<file path="src/rtl/dvfs_pkg.sv">
package dvfs_pkg;
  typedef enum logic [2:0] {
    S_IDLE, S_CLAMP, S_PRE, S_STEP1, S_STEP2, S_STEP3, S_POST, S_DONE
  } seq_state_t;

  typedef enum logic [1:0] {
    A_MEM, A_VOLT, A_CLK
  } seq_act_t;

  // Supply code for a level, saturating at the 8-bit ceiling.
  function automatic logic [7:0] vcode_of(input int base, input int step, input int lvl);
    int v;
    v = base + step * lvl;
    if (v > 255) v = 255;
    return v[7:0];
  endfunction
endpackage

</file>
<file path="src/rtl/dvfs_clamp.sv">
module dvfs_clamp #(
  parameter int NLEVELS = 12,
  localparam int LW = $clog2(NLEVELS)
) (
  input  logic [LW-1:0] req,
  input  logic [LW-1:0] lo,
  input  logic [LW-1:0] hi,
  output logic [LW-1:0] tgt
);
  localparam logic [LW-1:0] TOP = LW'(NLEVELS - 1);
  logic [LW-1:0] a, b;
  always_comb begin
    a   = (req > hi) ? hi : req;
    b   = (a < lo) ? lo : a;
    tgt = (b > TOP) ? TOP : b;
  end
endmodule

</file>
<file path="src/rtl/dvfs_vtable.sv">
module dvfs_vtable #(
  parameter int NLEVELS = 12,
  parameter int VBASE   = 96,
  parameter int VSTEP   = 12,
  localparam int LW = $clog2(NLEVELS)
) (
  input  logic [LW-1:0] sel,
  output logic [7:0]    code
);
  import dvfs_pkg::*;
  logic [7:0] tbl [NLEVELS];
  for (genvar gi = 0; gi < NLEVELS; gi++) begin : g_row
    assign tbl[gi] = vcode_of(VBASE, VSTEP, gi);
  end
  assign code = (int'(sel) < NLEVELS) ? tbl[sel] : tbl[NLEVELS-1];
endmodule

</file>
<file path="src/rtl/dvfs_wait_timer.sv">
module dvfs_wait_timer #(
  parameter int CW = 8
) (
  input  logic          clk,
  input  logic          rst_n,
  input  logic          load,
  input  logic [CW-1:0] load_val,
  output logic          expired
);
  logic [CW-1:0] cnt;
  always_ff @(posedge clk) begin
    if (!rst_n)          cnt <= '0;
    else if (load)       cnt <= load_val;
    else if (cnt != '0)  cnt <= cnt - 1'b1;
  end
  assign expired = (cnt == '0);
endmodule

</file>
<file path="src/rtl/dvfs_seq.sv">
module dvfs_seq #(
  parameter int NLEVELS  = 12,
  parameter int VBASE    = 96,
  parameter int VSTEP    = 12,
  parameter int CW       = 8,
  parameter int LPJ_W    = 16,
  parameter int MULT_OFS = 4,
  localparam int LW      = $clog2(NLEVELS),
  localparam int LPJ_OW  = LPJ_W + 4
) (
  input  logic              clk,
  input  logic              rst_n,
  input  logic              req_valid,
  input  logic [LW-1:0]     req_level,
  input  logic [LW-1:0]     lim_min,
  input  logic [LW-1:0]     lim_max,
  input  logic [CW-1:0]     settle_cycles,
  input  logic [CW-1:0]     lock_cycles,
  input  logic [LPJ_W-1:0]  lpj_base,
  output logic [7:0]        vdac_code,
  output logic [LW-1:0]     clk_level,
  output logic              mem_relaxed,
  output logic              pre_notify,
  output logic              post_notify,
  output logic              busy,
  output logic              done,
  output logic              reject,
  output logic [LPJ_OW-1:0] lpj_value
);
  import dvfs_pkg::*;

  seq_state_t    state;
  logic [LW-1:0] req_q, tgt_q, cur_q, clamped;
  logic [7:0]    vdac_q, tgt_code;
  logic          mem_q, up_q, launched, reject_q;
  logic          tim_load, tim_expired;
  logic [CW-1:0] tim_val;
  seq_act_t      act;

  dvfs_clamp #(.NLEVELS(NLEVELS)) clamp_i (
    .req(req_q), .lo(lim_min), .hi(lim_max), .tgt(clamped));

  dvfs_vtable #(.NLEVELS(NLEVELS), .VBASE(VBASE), .VSTEP(VSTEP)) vtab_i (
    .sel(tgt_q), .code(tgt_code));

  dvfs_wait_timer #(.CW(CW)) timer_i (
    .clk(clk), .rst_n(rst_n), .load(tim_load), .load_val(tim_val),
    .expired(tim_expired));

  // Action for the current step; the sequence reverses with direction.
  always_comb begin
    act = A_VOLT;
    unique case (state)
      S_STEP1: act = up_q ? A_MEM : A_CLK;
      S_STEP3: act = up_q ? A_CLK : A_MEM;
      default: act = A_VOLT;
    endcase
  end

  always_comb begin
    tim_load = 1'b0;
    tim_val  = '0;
    if ((state == S_STEP1 || state == S_STEP2 || state == S_STEP3) && !launched) begin
      tim_load = 1'b1;
      unique case (act)
        A_VOLT:  tim_val = settle_cycles;
        A_CLK:   tim_val = lock_cycles;
        default: tim_val = '0;
      endcase
    end
  end

  always_ff @(posedge clk) begin
    if (!rst_n) begin
      state    <= S_IDLE;
      req_q    <= '0;
      tgt_q    <= '0;
      cur_q    <= '0;
      vdac_q   <= vcode_of(VBASE, VSTEP, 0);
      mem_q    <= 1'b0;
      up_q     <= 1'b0;
      launched <= 1'b0;
      reject_q <= 1'b0;
    end else begin
      reject_q <= req_valid && (state != S_IDLE);
      unique case (state)
        S_IDLE: if (req_valid) begin
          req_q <= req_level;
          state <= S_CLAMP;
        end
        S_CLAMP: begin
          tgt_q <= clamped;
          up_q  <= clamped > cur_q;
          state <= (clamped == cur_q) ? S_DONE : S_PRE;
        end
        S_PRE: state <= S_STEP1;
        S_STEP1, S_STEP2, S_STEP3: begin
          if (!launched) begin
            launched <= 1'b1;
            unique case (act)
              A_MEM:   mem_q  <= up_q;
              A_VOLT:  vdac_q <= tgt_code;
              default: cur_q  <= tgt_q;
            endcase
          end else if (tim_expired) begin
            launched <= 1'b0;
            state <= (state == S_STEP1) ? S_STEP2 :
                     (state == S_STEP2) ? S_STEP3 : S_POST;
          end
        end
        S_POST:  state <= S_DONE;
        default: state <= S_IDLE;
      endcase
    end
  end

  assign vdac_code   = vdac_q;
  assign clk_level   = cur_q;
  assign mem_relaxed = mem_q;
  assign pre_notify  = (state == S_PRE);
  assign post_notify = (state == S_POST);
  assign done        = (state == S_DONE);
  assign busy        = (state != S_IDLE);
  assign reject      = reject_q;
  assign lpj_value   = LPJ_OW'(lpj_base) * LPJ_OW'(int'(cur_q) + MULT_OFS);
endmodule

</file>
<file path="config.mk">
export PLATFORM = sky130hd
export DESIGN_NAME = dvfs_seq
export DESIGN_NICKNAME = d
export VERILOG_FILES = /design/src/rtl/dvfs_pkg.sv /design/src/rtl/dvfs_clamp.sv /design/src/rtl/dvfs_vtable.sv /design/src/rtl/dvfs_wait_timer.sv /design/src/rtl/dvfs_seq.sv
export SDC_FILE = /design/constraint.sdc
export NUM_CORES = 1
export LEC_CHECK = 0
export ABC_CLOCK_PERIOD_IN_PS = 4350
export BUFFER_PORTS_ARGS = -buffer_cell sky130_fd_sc_hd__buf_2
export CAP_MARGIN = 5
export CELL_PAD_IN_SITES_DETAIL_PLACEMENT = 2
export CELL_PAD_IN_SITES_GLOBAL_PLACEMENT = 2
export CORE_MARGIN = 2
export CORE_UTILIZATION = 31
export CTS_BUF_LIST = sky130_fd_sc_hd__clkbuf_8
export DETAILED_ROUTE_END_ITERATION = 8
export PLACE_DENSITY = 0.84
export SLEW_MARGIN = 20
export SYNTH_ARGS = -nofsm -noshare
export SYNTH_HDL_FRONTEND = slang
export SYNTH_SLANG_ARGS = --single-unit
export TNS_END_PERCENT = 20
</file>
<file path="constraint.sdc">
create_clock -name clk -period 4.35 [get_ports clk]
set_input_delay 0.435 -clock clk [delete_from_list [all_inputs] [get_ports clk]]
set_output_delay 0.435 -clock clk [all_outputs]
set_load 0.01 [all_outputs]
</file>
==> flow_summary.ini <==
[timing]
slew_viols_final = 0
worst_hold_slack_ns = 0.391
period_share_pct = 111
clock.fmax_mhz = 207
timing.final.setup_violations = 12
slew_headroom_pct = 48.1
final.min_clock_period_ns = 4.84
worst_pin_slew_ns = 0.778
post_route_skew_ns = 0.00699
rsz0062_at_grt = true
hold_viol_final = 0
layout_setup_ws_ns = -0.488

[pwr]
switching_share_pct = 45.0
leakagePower_uw = 0.00295
cell_internal_pwr_uw = 879
comb_power_share_pct = 56.3
pwr_density_cell_nw_per_um2 = 262
clockPowerShare_pct = 14.8
ir_drop_mv = 0.208
power.share.sequential_pct = 29.0
power_switching_uw = 721

[floorplanning]
floorplan.core_area_um2 = 14500
die_height_um = 126
ios = 85
fp.dieArea_um2 = 15900
initial_core_util_pct = 31.8
die_width_um = 126
floorplan.rows = 44

[synthesis]
largest_area_contributor_in_the_netlist = sky130_fd_sc_hd__fa_1
warnings_from_yosys = 0
post_synth_inst_count = 570
post-synth-top-count-cell = sky130_fd_sc_hd__inv_1
synth_cell_type_count = 60
post_syn_area_um2 = 4620
post_synth.cell_area_avg_um2 = 8.10
ys_top_cells_by_area = sky130_fd_sc_hd__fa_1 (18%), sky130_fd_sc_hd__ha_1 (14%), sky130_fd_sc_hd__dfxtp_1 (14%)
yosys_register_bits = 33
synth_enable_flop_cells = 0
synth_top_area_share_pct = 17.8
synth-async-reset-ratio_pct = 0
synth_top_cells_by_count = sky130_fd_sc_hd__inv_1 (81), sky130_fd_sc_hd__ha_1 (53), sky130_fd_sc_hd__and2_1 (51)
synth_seq_area_share_pct = 14.3
synth_ff_type = sky130_fd_sc_hd__dfxtp_1

[critical_path]
crit-reg2reg-launch = req_q[1]$_SDFFE_PN0P_
crit-reg2reg-capture = up_q$_SDFFE_PN0P_
critPathBufInv = 4
slowest_delay_ns = 0.52
critical_path_start_end_classification = reg2out
crit_family = adder cells
cp_max_fo = 6
ff2ff_path_depth = 18
cp_cell_sequence = ha_4 -> buf_6 -> and2_4 -> fa_2 -> fa_1 -> inv_1 -> fa_1 -> inv_2 -> ha_4 -> and2_4 -> nand4_1 -> o21ai_4 -> o21ai_4 -> a31oi_4 -> and4_1 -> nor3_2 -> buf_2
critical-path-slowest-cell = sky130_fd_sc_hd__fa_1
reg2reg_setup_slack_ns = 0.15
setup.worst_path.start_class = register
endpoint_kind = output pin
crit_arrival_ns = 4.40
critPathRequiredTime_ns = 3.91

[global_route]
antenna_found_initial = 0
grt.total_usage_pct = 19.9
grt_start_max_net_pins = 23
vias_in_the_first_global_route = 5169
grt.overflow.total = 0
wire_length_of_the_first_global_routing_pass_um = 25800

[flow_run]
cap_viol_max_count = 0

[placement]
placed_cells = 855
globalplace.congestion = 0.784
port-buffer-count = 82
hpwlAfterDp_um = 12800
post_placement_cell_area_um2 = 5560
dpl_worst_slack_ns = -0.428

[min_path]
hp-class = in2reg
capture_endpoint_of_the_worst_hold_path = req_q[2]$_SDFFE_PN0P_
whs_path_depth = 3
timing.hold.worst.start = req_level[2]

[detailed_routing]
drt_iter0_drc = 100
route.final.wire_length_um = 16200
routed_antenna_nets = 0
wire_per_inst_um = 18.4
viasPerCell = 5.06
drc = 0
first_pass_iters = 4
detailroute.via_count = 4429

[finish]
finish.utilization_pct = 42.0
num_antenna_cells = 0
final_design_area_no_fill_um2 = 6110
syn_to_final_growth_pct = 32.3
layout-drive-gt1-share_pct = 33.1
layoutNonFillerInstCount = 876
layout.nets = 832

[outcome]
failed_checks = setup timing
status = finished, violations left

[clock_tree]
worst_skew_pair.late_latency_ns = 0.29
clock_path_buffers = 2
path_clk_slew_ns = 0.07
h-tree-depth = 2
cts_tree = built
cts-buffers-inserted = 5
cts_root_buffer = sky130_fd_sc_hd__clkbuf_8
cts.sinks = 33
postCtsHoldBufs = 0
==> power groups by stage <==
stage | combinational [µW] | sequential [µW] | clock (µW)
global placement | 779 | 463 | 0
finish | 900 | 463 | 237
global route | 1010 | 477 | 255
CTS | 886 | 465 | 241
detailed placement | 858 | 471 | 0
floorplan | 623 | 442 | 0
==> timing repair <==
action                                  in CTS  in global routing
pin swaps                                   60                 19
endpoints found under the setup margin      12                 14
gates resized for setup                     59                 24
hold endpoints to repair                     0                  0
setup buffers                               10                  3
==> area by class of cell <==
cell class	count	area (µm²)
Fill cell	1638	8420
Clock buffer	5	68.8
Timing Repair Buffer	135	848
Inverter	81	304
Tap cell	184	230
Sequential cell	33	666
Multi-Input combinational cell	435	3980
Clock inverter	3	16.3
==> cells in the final DEF (no fill, tap or decap), types with 3 or more instances in the layout <==
cell,instances
sky130_fd_sc_hd__a211oi_1,4
sky130_fd_sc_hd__a21oi_1,20
sky130_fd_sc_hd__a21oi_2,5
sky130_fd_sc_hd__a22oi_1,8
sky130_fd_sc_hd__a31oi_1,5
sky130_fd_sc_hd__and2_1,42
sky130_fd_sc_hd__and2_4,10
sky130_fd_sc_hd__buf_2,82
sky130_fd_sc_hd__buf_4,47
sky130_fd_sc_hd__buf_6,4
sky130_fd_sc_hd__clkbuf_8,5
sky130_fd_sc_hd__dfxtp_1,31
sky130_fd_sc_hd__fa_1,38
sky130_fd_sc_hd__fa_2,3
sky130_fd_sc_hd__ha_1,41
sky130_fd_sc_hd__ha_4,12
sky130_fd_sc_hd__inv_1,70
sky130_fd_sc_hd__inv_2,11
sky130_fd_sc_hd__mux2i_1,15
sky130_fd_sc_hd__nand2_1,46
sky130_fd_sc_hd__nand2b_1,6
sky130_fd_sc_hd__nand3_1,3
sky130_fd_sc_hd__nor2_1,40
sky130_fd_sc_hd__nor2_2,3
sky130_fd_sc_hd__nor2b_1,17
sky130_fd_sc_hd__nor3_1,13
sky130_fd_sc_hd__nor3_2,3
sky130_fd_sc_hd__o21a_1,3
sky130_fd_sc_hd__o21ai_0,16
sky130_fd_sc_hd__o21ai_2,4
sky130_fd_sc_hd__o21ai_4,4
sky130_fd_sc_hd__xnor2_1,12
sky130_fd_sc_hd__xor2_1,9
==> worst max-delay path by stage <==
stage               cells past startpoint             to                      start
finish                                 17  lpj_value[19]  clk_level[2]$_SDFFE_PN0P_
global route                           17  lpj_value[19]  clk_level[2]$_SDFFE_PN0P_
CTS                                    16  lpj_value[18]  clk_level[2]$_SDFFE_PN0P_
detailed placement                     16  lpj_value[19]  clk_level[3]$_SDFFE_PN0P_
global placement                       16  lpj_value[17]  clk_level[3]$_SDFFE_PN0P_
floorplan                              15  lpj_value[18]  clk_level[2]$_SDFFE_PN0P_
==> through the flow <==
| stage | power [µW] | setup TNS [ns] |
|---|---|---|
| floorplan | 1070 | 0 |
| global placement | 1240 | -0.657 |
| detailed placement | 1330 | -2.07 |
| CTS | 1590 | -3.06 |
| global route | 1740 | -4.90 |
| finish | 1600 | -3.19 |
==> kinds of logic after synthesis <==
| kind of cell | count (synthesis) | synth area share, % |
|---|---|---|
| xor gates and xnor gates | 22 | 4.17 |
| adders and majority gates | 94 | 32.1 |
| DFF | 33 | 14.3 |
| muxes | 19 | 4.28 |
| other | 1 | 0.0812 |
| AOI/OAI and AO/OA | 93 | 13.3 |
| and+or+nand+nor | 205 | 23.1 |
| buffers and inverters | 103 | 8.64 |
==> registers in the layout, summed over array words and instances, names as in the netlist <==
| signal | flops |
|---|---|
| clk_level | 4 |
| reject | 1 |
| up_q | 1 |
| req_q | 4 |
| tgt_q | 4 |
| mem_relaxed | 1 |
| vdac_code | 6 |
| state | 3 |
| launched | 1 |
| timer_i.cnt | 8 |
==> metal layers <==
| layer | track usage, % | wire, µm | vias up |
|---|---|---|---|
| met2 | 40.2 | 9080 | 82 |
| met1 | 21.7 | 6360 | 2217 |
| met4 | 5.82 | 373 | 0 |
| met5 | 0 | 0 | - |
| met3 | 1.70 | 342 | 29 |
| li1 | - | - | 2101 |
==> worst min-delay path: cells and delay by family <==
family        cells  cell delay [ns]
simple gates      1             0.08
buf+inv           1             0.08
mux               1             0.06
(Power assumes the default switching activity.)
